===== src/rtl/bfx_pkg.sv =====
package bfx_pkg;

    localparam int unsigned BFX_DATA_W = 64;
    localparam int unsigned BFX_CTRL_W = 16;

    // Arithmetic status flags as produced by a logical-class operation
    typedef struct packed {
        logic cf;
        logic pf;
        logic af;
        logic zf;
        logic sf;
        logic of;
    } bfx_flags_t;

    localparam bfx_flags_t BFX_FLAGS_CLEAR = '{default: 1'b0};

    // Even parity over one byte: 1 when the count of ones is even
    function automatic logic bfx_even_parity(input logic [7:0] b);
        return ~^b;
    endfunction

endpackage


===== src/rtl/bfx_shifter.sv =====
module bfx_shifter
    import bfx_pkg::*;
#(
    parameter int unsigned DATA_W = BFX_DATA_W,
    parameter int unsigned POS_W  = 8
) (
    input  logic [DATA_W-1:0] src,
    input  logic [POS_W-1:0]  start,
    output logic [DATA_W-1:0] shifted
);
    localparam int unsigned STAGES = $clog2(DATA_W);

    logic [DATA_W-1:0] stg [0:STAGES];
    logic              out_of_range;

    assign stg[0] = src;

    // Logarithmic right shifter, one stage per start-position bit
    for (genvar s = 0; s < STAGES; s++) begin : g_stage
        assign stg[s+1] = start[s] ? (stg[s] >> (2 ** s)) : stg[s];
    end

    // Any upper start bit set means the position is at or past DATA_W
    if (POS_W > STAGES) begin : g_oor
        assign out_of_range = |start[POS_W-1:STAGES];
    end else begin : g_no_oor
        assign out_of_range = 1'b0;
    end

    assign shifted = out_of_range ? '0 : stg[STAGES];

endmodule


===== src/rtl/bfx_masker.sv =====
module bfx_masker
    import bfx_pkg::*;
#(
    parameter int unsigned DATA_W = BFX_DATA_W,
    parameter int unsigned POS_W  = 8
) (
    input  logic [DATA_W-1:0] data,
    input  logic [POS_W-1:0]  length,
    output logic [DATA_W-1:0] masked
);
    logic [DATA_W-1:0] keep;

    // Thermometer mask: bit i survives when the length exceeds i.
    // Length 0 clears everything, length >= DATA_W keeps everything.
    for (genvar i = 0; i < DATA_W; i++) begin : g_keep
        assign keep[i] = (int'(length) > i);
    end

    assign masked = data & keep;

    always_comb begin
        if (int'(length) < DATA_W) begin

            mask_hi_clear_chk: assert ((masked >> length) == '0);
        end
    end

endmodule


===== src/rtl/bfx_flags.sv =====
module bfx_flags
    import bfx_pkg::*;
#(
    parameter int unsigned DATA_W = BFX_DATA_W
) (
    input  logic [DATA_W-1:0] value,
    output bfx_flags_t        flags
);
    always_comb begin
        flags    = BFX_FLAGS_CLEAR;
        flags.zf = ~|value;
        flags.sf = value[DATA_W-1];
        flags.pf = bfx_even_parity(value[7:0]);
    end

endmodule


===== src/rtl/bfx_extract_unit.sv =====
module bfx_extract_unit
    import bfx_pkg::*;
#(
    parameter int unsigned DATA_W = BFX_DATA_W,
    parameter int unsigned CTRL_W = BFX_CTRL_W
) (
    input  logic              clk,
    input  logic              rst,
    input  logic              in_valid,
    input  logic [DATA_W-1:0] in_src,
    input  logic [CTRL_W-1:0] in_ctrl,
    output logic              out_valid,
    output logic [DATA_W-1:0] out_result,
    output logic              out_cf,
    output logic              out_pf,
    output logic              out_af,
    output logic              out_zf,
    output logic              out_sf,
    output logic              out_of
);
    localparam int unsigned POS_W = CTRL_W / 2;

    logic [POS_W-1:0]  ctl_start;
    logic [POS_W-1:0]  ctl_len;
    logic [DATA_W-1:0] shifted;
    logic [DATA_W-1:0] field;
    bfx_flags_t        flags_c;

    logic              valid_q;
    logic [DATA_W-1:0] result_q;
    bfx_flags_t        flags_q;

    assign ctl_start = in_ctrl[POS_W-1:0];
    assign ctl_len   = in_ctrl[CTRL_W-1:POS_W];

    bfx_shifter #(.DATA_W(DATA_W), .POS_W(POS_W)) u_shift (
        .src     (in_src),
        .start   (ctl_start),
        .shifted (shifted)
    );

    bfx_masker #(.DATA_W(DATA_W), .POS_W(POS_W)) u_mask (
        .data   (shifted),
        .length (ctl_len),
        .masked (field)
    );

    bfx_flags #(.DATA_W(DATA_W)) u_flags (
        .value (field),
        .flags (flags_c)
    );

    always_ff @(posedge clk) begin
        if (rst) valid_q <= 1'b0;
        else     valid_q <= in_valid;
    end

    always_ff @(posedge clk) begin
        if (in_valid) begin
            result_q <= field;
            flags_q  <= flags_c;
        end
    end

    assign out_valid  = valid_q;
    assign out_result = result_q;
    assign out_cf     = flags_q.cf;
    assign out_pf     = flags_q.pf;
    assign out_af     = flags_q.af;
    assign out_zf     = flags_q.zf;
    assign out_sf     = flags_q.sf;
    assign out_of     = flags_q.of;


    valid_follow_chk: assert property (@(posedge clk) disable iff (rst)
        in_valid |=> out_valid);


    valid_idle_chk: assert property (@(posedge clk) disable iff (rst)
        !in_valid |=> !out_valid);


    result_hold_chk: assert property (@(posedge clk) disable iff (rst)
        !in_valid |=> ($stable(out_result) && $stable(out_zf) && $stable(out_pf)));


    start_oor_zero_chk: assert property (@(posedge clk) disable iff (rst)
        (in_valid && int'(ctl_start) >= DATA_W) |=> (out_result == '0));


    len_zero_chk: assert property (@(posedge clk) disable iff (rst)
        (in_valid && ctl_len == '0) |=> (out_result == '0));


    zero_flag_chk: assert property (@(posedge clk) disable iff (rst)
        out_valid |-> (out_zf == (out_result == '0)));


    sign_flag_chk: assert property (@(posedge clk) disable iff (rst)
        out_valid |-> (out_sf == out_result[DATA_W-1]));


    fixed_flags_chk: assert property (@(posedge clk) disable iff (rst)
        out_valid |-> (!out_cf && !out_of && !out_af));


    reset_clear_chk: assert property (@(posedge clk)
        $past(rst) |-> !out_valid);

endmodule


===== config.mk =====
export PLATFORM = sky130hd
export DESIGN_NAME = bfx_extract_unit
export DESIGN_NICKNAME = d
export VERILOG_FILES = /design/src/rtl/bfx_pkg.sv /design/src/rtl/bfx_shifter.sv /design/src/rtl/bfx_masker.sv /design/src/rtl/bfx_flags.sv /design/src/rtl/bfx_extract_unit.sv
export SDC_FILE = /design/constraint.sdc
export NUM_CORES = 1
export LEC_CHECK = 0
export ABC_CLOCK_PERIOD_IN_PS = 5700
export BUFFER_PORTS_ARGS = -buffer_cell sky130_fd_sc_hd__clkbuf_2
export CORE_UTILIZATION = 59
export CTS_BUF_LIST = sky130_fd_sc_hd__clkbuf_8
export CTS_CLUSTER_DIAMETER = 30
export DETAILED_ROUTE_END_ITERATION = 10
export PLACE_DENSITY = 0.85
export SYNTH_ARGS = -nofsm -noshare
export SYNTH_HDL_FRONTEND = slang
export SYNTH_SLANG_ARGS = --single-unit
export TNS_END_PERCENT = 5

===== constraint.sdc =====
create_clock -name clk -period 5.7 [get_ports clk]
set_input_delay 0.285 -clock clk [delete_from_list [all_inputs] [get_ports clk]]
set_output_delay 0.285 -clock clk [all_outputs]
set_load 0.02 [all_outputs]

Word-level counts from Yosys, hierarchy flattened

Index checks and enable logic that the tools add are counted.

Order comparisons: 64
Mux-type cells: 7
Bitwise gates (word level): 1
Reduce and logical (&&, ||, !) cells: 4

Operators by type and width:

| cell               | count |
|---|---|
| $mux 64            | 7 |
| $gt 8x6->1 const B | 32 |
| $gt 8x5->1 const B | 16 |
| $and 64x64->64     | 1 |
| $gt 8x4->1 const B | 8 |
| $reduce_or 64->1   | 1 |
| $gt 8x3->1 const B | 4 |
| $gt 8x1->1 const B | 2 |
| $gt 8x2->1 const B | 2 |
| $reduce_xnor 8->1  | 1 |
| $reduce_or 2->1    | 1 |
| $logic_not 1->1    | 1 |

Bits in registers: 68
Bits of input ports: 83
Output and inout port bits: 71
Logic and storage cells: 81

Logic depth before layout (Yosys ltp)

Gate-level depths: netlist of the first run.

Word-level depth: 10
Gate-level depth with buffers: 23
Depth with buffers taken out: 16

Cells and area by module

Synthesis of the first run repeated with hierarchy kept, for this count alone.

Cell total of the unflattened synthesis: 801
Area total of the unflattened synthesis: 8089.0 um2

Modules (own cells, without submodules):

| module           | instances | cells an instance | area an instance (um2) | sequential area each (um2) |
|---|---|---|---|---|
| bfx_shifter      | 1         | 522               | 4654.5                 | 0.0 |
| bfx_extract_unit | 1         | 72                | 2135.8                 | 2122.0 |
| bfx_masker       | 1         | 166               | 992.2                  | 0.0 |
| bfx_flags        | 1         | 41                | 306.5                  | 0.0 |

Least setup slack after synthesis of the first run

No wires, ideal clock.

Path type: input to register
Start point: in in_ctrl[1]
End point: reg flags_q, in the netlist out_zf, data pin
Setup time: 0.134 ns
Data arrival time: 4.665 ns
Required time: 5.566 ns
Setup slack: 0.901 ns
Stages on the path: 22
Buffers on the path: 7
Path through: buf_6 -> buf_12 -> buf_6 -> buf_4 -> buf_2 -> buf_2 -> buf_2 -> mux2_2 -> nand2_1 -> o21ai_0 -> a211oi_1 -> a211oi_1 -> a311o_1 -> nand3_1 -> ha_1 -> nand4_1 -> or2_2 -> or4_1 -> or4_1 -> nor4_1 -> and4_1 -> and4b_1

RTL lines:

| item                   | RTL line               | text |
|---|---|---|
| start: declaration     | bfx_extract_unit.sv:11 | `input logic [CTRL_W-1:0] in_ctrl,` |
| end signal: assignment | bfx_extract_unit.sv:61 | `flags_q <= flags_c;` |
| end: declaration       | bfx_extract_unit.sv:31 | `bfx_flags_t flags_q;` |

==> impl_results.md, run 1 <==
* Synth warn at 0
* H-tree depth at 3
* Hold Buf Count CTS at 0
* Critical path peak fanout at 46
* Seq cells post-synth at 67
* Post-layout nets at 1017
* Max-cap viol count at 0
* Tmin final at 4890 ps
* Hpwl dp at 21800 um
* Vias at 8347
* Die H at 119 um
* Crit end category: register
* RSZ-0062 raised after global routing: false
* Post-route cell area at 9110 sq um
* Antenna-violating nets left at 0
* CTS Root Cell: clkbuf_8
* Vias per inst at 7.51
* Async set-reset flop share out of synthesis at 0%
* Leakage power at 0.00356 uW
* Final setup TNS at 0 ps
* Synth cell types at 77
* Worst EP required at 5920 ps
* Cell Pwr Density at 194 nW/um^2
* Proportion of layout cells with a drive suffix above 1 at 33.8%
* Vias in the first global route at 7541
* Total Routed Length at 28700 um
* Post-cts sizing count at 0
* Worst EP arrival at 5120 ps
* Rows at 42
* Worst-path clk slew at 70 ps
* Top Ports at 154
* Pre-CTS WS at 632 ps
* Fin worst setup slack at 805 ps
* GRT overflow at 0
* Hold Vio Cnt, Final at 0
* Die ar. at 14300 sq um
* Worst min-delay path category: input port to register
* EDFF count, synth at 66
* First-pass GRT wire length at 44200 um
* Synth Cell Area at 8140 sq um
* Outcome: completed
* Routing usage on met2 at 61.1%
* Total setup buffers inserted after CTS at 0
* DRT iter0 DRCs at 1538
* Placed Area at 8900 sq um
* Post-Synthesis Cells at 831
* Detailed Routing Iterations Pass 1 at 7
* Tightest Pin Transition at 1110 ps
* Synth-to-Final Area Change at 11.9%
* Crit start category: input port
* Critical path type: input port to register
* Slew HR at 24.1%
* CTS tree: yes
* M3 GR Usage at 8.33%
* Initial antenna violation count at 1
* Most Used Layer, Global Route: met2
* Clock Sinks at 67
* Post-synth top flop: edfxtp_1
* Fin. max-slew vios at 0
* Fmax at 204 MHz
* TritonCTS buffer count at 9
* Die W at 119 um
* DR WL/cell at 25.8 um
* I/O Buffers at 150
* GRT Total Usage at 40.7%
* Worst vdd ir at 0.149 mV
* GR Layer Usage met1 at 56.4%
* Setup-failing EPs final at 0
* Seq/Total Area, Yosys at 24.6%
* Commonest non-fill, non-tap cells in the layout: 148 x clkbuf_2, 85 x nand2_1, 80 x mux4_2
* Commonest non-fill, non-tap cell in the layout: clkbuf_2
* Initial cell density of the core at 61.0%
* Routability congestion estimate from global placement at 1.08
* Final period util at 85.9%
* Pin count of the biggest net entering global routing at 92
* CTS Buffer Depth at 2
* DRC at 0
* Average cell area after synthesis at 9.79 sq um
* Core Area at 13300 sq um
-- cell type report --
type	count	area (sq um)
clock inverter	6	65.1
antenna	1	2.50
sequential	67	2000
clock buffer	10	138
fill	1062	4240
inverter	13	48.8
tap	176	220
multi-input combinational	669	5690
timing repair buffer	170	943
-- metal layers --
metal	routed length, um	vias up
met2	12700	809
met5	0	-
li1	-	3522
met4	1640	0
met1	10700	3892
met3	3660	124
-- cell usage after synthesis (5+ instances only) --
cell type,count,area (sq um)
nand2_1,85,319
mux4_2,80,1800
nor2_1,67,251
edfxtp_1,66,1980
mux2i_1,50,500
clkbuf_1,43,161
o21ai_0,40,200
a21oi_1,36,180
mux2_2,27,304
nor3_1,23,115
buf_2,19,95.1
nand3_1,17,85.1
a211oi_1,16,120
o211ai_1,14,105
or2_2,14,87.6
inv_1,12,45.0
nor2b_1,12,75.1
a22oi_1,10,75.1
and2_1,10,62.6
and3_1,10,62.6
buf_1,10,37.5
nand2b_1,10,62.6
nor4_1,10,62.6
buf_4,8,60.1
or3_1,8,50.1
nand4_1,7,43.8
o22ai_1,7,43.8
a21o_1,6,45.0
a31oi_1,6,37.5
a211o_1,5,43.8
a222oi_1,5,50.1
a311oi_1,5,43.8
o211a_1,5,50.1
-- where the power goes --
part	total (uW)	switching [uW]	internal [uW]
Clock	401	187	214
Combinational	770	470	299
Sequential	592	10.8	581
Total	1760	668	1090
-- critical path, cell delays in order --
cell and delay [ps]:
buf_4 540, buf_12 320, mux4_2 570, mux2_2 320
mux2_2 270, a211oi_1 240, a211o_1 170, ha_1 150
nand4_1 250, or2_2 370, or4_1 390, or4_1 500
nor4_1 290, and4_1 220, and4b_1 190
-- through the flow --
step / total power [uW] / utilization, % / hold slack [ps] / cells
floorplan: 1100 / - / 357 / 833
global route: 1820 / 68.2 / 73.5 / 1111
finish: 1760 / 68.2 / 78.1 / 1112
detailed placement: 1340 / 66.7 / 446 / 1095
CTS: 1730 / 68.2 / 77.7 / 1111
global placement: 1330 / 66.7 / 447 / 1095
-- cell families (layout without fill, tap and decap cells) --
group | after synthesis | after routing | synth area share (%)
simple gates | 294 | 294 | 17.9
compound gates | 203 | 203 | 17.6
xor+xnor | 3 | 3 | 0.323
flops | 67 | 67 | 24.6
other cells | 1 | 4 | 0.0461
fa+ha+maj | 4 | 4 | 0.615
mux | 162 | 162 | 33.3
buf+inv | 97 | 199 | 5.61
-- registers in the layout (all words and copies together) (netlist names) --
name        cells
out_valid       1
out_zf          1
out_pf          1
out_result     64
-- final timing paths --
path                    from        end  cells past startpoint
hold / removal           rst  out_valid                      2
setup / recovery  in_ctrl[1]     out_zf                     15
Power figures use the tool's default switching activity.
==> run 2, diff against run 1 <==
CTS_BUF_LIST = sky130_fd_sc_hd__clkbuf_4   (was sky130_fd_sc_hd__clkbuf_8)
==> impl_results.md, run 2 (synthesis results as in run 1) <==
* Outcome: completed (unchanged)
* Core Area at 13300 sq um (unchanged)
* Tightest Pin Transition at 1080 ps (was 1110 ps)
* CTS tree: yes (unchanged)
* Worst-path clk slew at 120 ps (was 70 ps)
* Total Routed Length at 28500 um (was 28700 um)
* Vias at 8332 (was 8347)
* Post-cts sizing count at 0 (unchanged)
* Rows at 42 (unchanged)
* Fin. max-slew vios at 0 (unchanged)
* First-pass GRT wire length at 43900 um (was 44200 um)
* Pin count of the biggest net entering global routing at 92 (unchanged)
* Routability congestion estimate from global placement at 1.08 (unchanged)
* Final period util at 84.0% (was 85.9%)
* Synth-to-Final Area Change at 11.2% (was 11.9%)
* Antenna-violating nets left at 0 (unchanged)
* DRT iter0 DRCs at 1450 (was 1538)
* Fmax at 209 MHz (was 204 MHz)
* Critical path type: input port to register (unchanged)
* Top Ports at 154 (unchanged)
* Hold Buf Count CTS at 1 (was 0)
* Final setup TNS at 0 ps (unchanged)
* H-tree depth at 3 (unchanged)
* Worst vdd ir at 0.147 mV (was 0.149 mV)
* Tmin final at 4790 ps (was 4890 ps)
* Vias per inst at 7.48 (was 7.51)
* GRT Total Usage at 40.3% (was 40.7%)
* I/O Buffers at 150 (unchanged)
* Leakage power at 0.00353 uW (was 0.00356 uW)
* DRC at 0 (unchanged)
* GRT overflow at 0 (unchanged)
* Post-layout nets at 1018 (was 1017)
* Die ar. at 14300 sq um (unchanged)
* Detailed Routing Iterations Pass 1 at 6 (was 7)
* Commonest non-fill, non-tap cells in the layout: 148 x clkbuf_2, 85 x nand2_1, 80 x mux4_2 (unchanged)
* Total setup buffers inserted after CTS at 0 (unchanged)
* Hold_ws at 420 ps (was 78.1 ps)
* Vias in the first global route at 7594 (was 7541)
* Cell Pwr Density at 184 nW/um^2 (was 194 nW/um^2)
* DR WL/cell at 25.6 um (was 25.8 um)
* Clock Sinks at 67 (unchanged)
* Hpwl dp at 21800 um (unchanged)
* Commonest non-fill, non-tap cell in the layout: clkbuf_2 (unchanged)
* CTS Root Cell: clkbuf_4 (was clkbuf_8)
* Placed Instances at 1095 (unchanged)
* Proportion of layout cells with a drive suffix above 1 at 33.7% (was 33.8%)
* Max-cap viol count at 0 (unchanged)
* Worst EP required at 6000 ps (was 5920 ps)
* CP cell instances: buf_4 > buf_12 > mux4_2 > mux2_2 > mux2_2 > a211oi_1 > a211o_1 > ha_1 > nand4_1 > or2_2 > or4_1 > or4_1 > nor4_1 > and4_1 > and4b_1 (unchanged)
* Crit start category: input port (unchanged)
* CTS Buffer Depth at 2 (unchanged)
* Max stage delay on crit path at 570 ps (about the same)
* TritonCTS buffer count at 9 (unchanged)
* Critical path peak fanout at 46 (unchanged)
* Die W at 119 um (unchanged)
* Worst EP arrival at 5080 ps (was 5120 ps)
* Worst min-delay path category: input port to register (unchanged)
* Final Instance Count excl. Fillers at 1114 (was 1112)
* Slew HR at 26.2% (was 24.1%)
* # fillers at 1074 (was 1062)
* Initial cell density of the core at 61.0% (unchanged)
* CP max-delay cell: mux4_2 (unchanged)
* Max FFs per register at 64 (unchanged)
* RSZ-0062 raised after global routing: false (unchanged)
* Die H at 119 um (unchanged)
* Hold Vio Cnt, Final at 0 (unchanged)
* Setup-failing EPs final at 0 (unchanged)
* Initial antenna violation count at 1 (unchanged)
* Crit end category: register (unchanged)
## run 2: changes by cell type in the layout (fill, tap and decap cells not counted), sizes merged
cell / previous run / this run
clkbuf: 158 / 157
clkinv: 4 / 5
diode: 1 / 2
dlygate4sd3: 0 / 1
## run 2: final timing paths
path / start / slack (ps) / to / cells after the start
min: in_ctrl[7] / 420 / out_result[43] / 3
max: in_ctrl[1] / 910 / out_zf / 15
## run 2: cell type report
type | instances | area [sq um] | area share, %
multi-input combinational | 669 | 5690 | 62.8
sequential | 67 | 2000 | 22.1
timing repair buffer | 171 | 953 | 10.5
tap | 176 | 220 | 2.43
clock inverter | 7 | 68.8 | 0.760
clock buffer | 9 | 67.6 | 0.746
inverter | 13 | 48.8 | 0.539
antenna | 2 | 5.00 | 0.0553
## run 2: power breakdown
group	leakage (uW)	internal, uW	switching [uW]
combinational	0.00282	300	468
sequential	0.000637	581	10.6
clock	0.0000733	132	178
total	0.00353	1010	657
## run 2: critical path, delay by kind of cell
kind | cells | cell delay (ps)
buffers and inverters | 2 | 860
adders and majority gates | 1 | 150
and+or+nand+nor | 7 | 2180
AOI/OAI and AO/OA | 2 | 400
muxes | 3 | 1160
## run 2: routing by layer
layer | vias up | wire length (um) | global-route usage (%)
met4 | 0 | 1620 | 19.7
met3 | 130 | 3590 | 6.99
met5 | - | 0 | 0
met1 | 3907 | 10600 | 55.6
li1 | 3526 | - | -
met2 | 769 | 12700 | 61.5
## run 2: per-stage QoR
step	power (uW)	setup slack, ps	utilization (%)	area (sq um)
finish	1670	912	67.8	9050
floorplan	1100	901	-	8150
CTS	1640	1070	67.8	9050
global placement	1330	744	66.7	8900
global route	1720	713	67.8	9050
detailed placement	1340	632	66.7	8900
==> run 3, diff against run 2 <==
ABC_CLOCK_PERIOD_IN_PS = 4950   (was 5700)
clock period = 4.95 ns   (was 5.7 ns; I/O delays follow)
==> impl_results.md, run 3 (synthesis results as in run 1) <==
* Outcome: completed (unchanged)
* Vias per inst at 7.37 (was 7.48)
* CTS tree: yes (unchanged)
* Critical path type: input port to register (unchanged)
* Max-cap viol count at 0 (unchanged)
* Synth-to-Final Area Change at 13.6% (was 11.2%)
* Total power at 1910 uW (was 1670 uW)
* Fmax at 225 MHz
* Tmin final at 4440 ps
* Setup-failing EPs final at 0 (unchanged)
* Top Ports at 154 (unchanged)
* Die W at 119 um (unchanged)
* Final setup TNS at 0 ps (unchanged)
* Wire length on met3 at 3760 um (was 3590 um)
* First-pass GRT wire length at 45400 um (was 43900 um)
* Worst EP required at 5250 ps (was 6000 ps)
* Detailed Routing Iterations Pass 1 at 6 (unchanged)
* Cell Pwr Density at 207 nW/um^2 (was 184 nW/um^2)
* GRT overflow at 0 (unchanged)
* RSZ-0062 raised after global routing: false (unchanged)
* Tightest Pin Transition at 1220 ps (was 1080 ps)
* Highest routed layer: met4 (unchanged)
* Core Area at 13300 sq um (unchanged)
* Switch Pwr at 764 uW (was 657 uW)
* Internal power at 1150 uW (was 1010 uW)
* Slew HR at 17.9% (was 26.2%)
* CP max-delay cell: mux4_2 (unchanged)
* Comb pwr share at 48.1% (was 46.0%)
* I/O Buffers at 150 (unchanged)
* Crit end category: register (unchanged)
* Worst-path clk slew at 110 ps (was 120 ps)
* DRT iter0 DRCs at 1392 (was 1450)
* Clock power share at 16.3% (was 18.6%)
* Commonest non-fill, non-tap cells in the layout: 148 x clkbuf_2, 85 x nand2_1, 80 x mux4_2 (unchanged)
* Buffer and inverter count on the worst path at 2 (unchanged)
* Part of the power in registers at 35.6% (was 35.4%)
* Critical path peak fanout at 25 (was 46)
* Initial cell density of the core at 61.0% (unchanged)
* Vias at 8387 (was 8332)
* Die ar. at 14300 sq um (unchanged)
* DR WL/cell at 26.2 um (was 25.6 um)
* Hpwl dp at 23000 um (was 21800 um)
* Die H at 119 um (unchanged)
* Initial antenna violation count at 2 (was 1)
* Final period util at 89.6%
* Pin count of the biggest net entering global routing at 68 (was 92)
* Clock Sinks at 67 (unchanged)
* Rows at 42 (unchanged)
* Commonest non-fill, non-tap cell in the layout: clkbuf_2 (unchanged)
* Metal1 wirelength at 11100 um (was 10600 um)
* Worst min-delay path category: input port to register (unchanged)
* Proportion of layout cells with a drive suffix above 1 at 35.3% (was 33.7%)
* GRT Total Usage at 42.4% (was 40.3%)
* CTS Root Cell: clkbuf_4 (unchanged)
* Routability congestion estimate from global placement at 1.10 (was 1.08)
* CTS Buffer Depth at 2 (unchanged)
* Hold Vio Cnt, Final at 0 (unchanged)
* # fillers at 1069 (was 1074)
* Worst EP arrival at 4740 ps (was 5080 ps)
* CP cell instances: buf_4 > buf_4 > mux4_2 > mux4_2 > nor2_1 > a21o_1 > nand2_1 > nand3_1 > ha_1 > nand4_1 > or2_2 > or4_1 > or4_1 > nor4_1 > and4_1 > and4b_1 (was buf_4 > buf_12 > mux4_2 > mux2_2 > mux2_2 > a211oi_1 > a211o_1 > ha_1 > nand4_1 > or2_2 > or4_1 > or4_1 > nor4_1 > and4_1 > and4b_1)
* DR WL met2 at 13500 um (was 12700 um)
* DRC at 0 (unchanged)
* Max stage delay on crit path at 540 ps (was 570 ps)
* Leakage power at 0.00365 uW (was 0.00353 uW)
* TritonCTS buffer count at 9 (unchanged)
* Crit start category: input port (unchanged)
* Worst vdd ir at 0.0918 mV (was 0.147 mV)
* Post-layout nets at 1042 (was 1018)
* Fin. max-slew vios at 0 (unchanged)
* Switching Share at 40.0% (was 39.3%)
* Antenna-violating nets left at 0 (unchanged)
* Total Routed Length at 29800 um (was 28500 um)
* Worst path top cell family by delay: simple AND/OR/NAND/NOR gates (unchanged)
* Max FFs per register at 64 (unchanged)
* H-tree depth at 3 (unchanged)
* Vias in the first global route at 7566 (was 7594)
-- run 3: changes by cell type in the layout (fill, tap and decap cells not counted), sizes merged --
cell	delta
buf	+24
clkinv	-1
clkbuf	+2
bufinv	-1
-- run 3: layout make-up --
cell class / instances / area [sq um] / area share (%)
antenna: 2 / 5.00 / 0.0541
clock buffer: 11 / 82.6 / 0.893
clock inverter: 5 / 30.0 / 0.325
inverter: 13 / 48.8 / 0.528
multi-input combinational: 669 / 5690 / 61.5
sequential: 67 / 2000 / 21.7
tap: 176 / 220 / 2.38
timing repair buffer: 195 / 1170 / 12.7
-- run 3: power groups by stage --
stage	sequential, uW	combinational (uW)	clock, uW
2_1_floorplan	749	516	0
3_3_place_gp	691	878	0
3_5_place_dp	694	879	0
4_1_cts	680	884	307
5_1_grt	683	961	329
6_report	680	920	311
-- run 3: path summary, 6_finish.rpt --
| check | cells after the start | slack [ps] | endpoint | from |
|---|---|---|---|---|
| min | 3 | 390 | out_result[43] | in_ctrl[6] |
| max | 16 | 510 | out_zf | in_ctrl[1] |
-- run 3: stage by stage --
step	instances	util, %	area [sq um]	hold slack, ps	setup slack (ps)
CTS	1135	69.2	9230	361	464
global route	1137	69.3	9240	404	27.1
detailed placement	1118	68.3	9110	411	29.8
global placement	1118	68.3	9110	410	154
finish	1138	69.3	9250	393	512
floorplan	833	-	8150	319	188
-- run 3: layer usage --
layer  track usage (%)  vias to the layer above
met5                 0                        -
li1                  -                     3570
met4              20.0                        0
met1              58.9                     3916
met3              7.42                      115
met2              64.7                      786
-- run 3: what timing repair did --
action | CTS | global route
gates resized for setup | 0 | 0
hold endpoints to repair | 1 | 0
endpoints found under the setup margin | 0 | 1
hold buffers | 1 | 0
setup buffers | 0 | 1
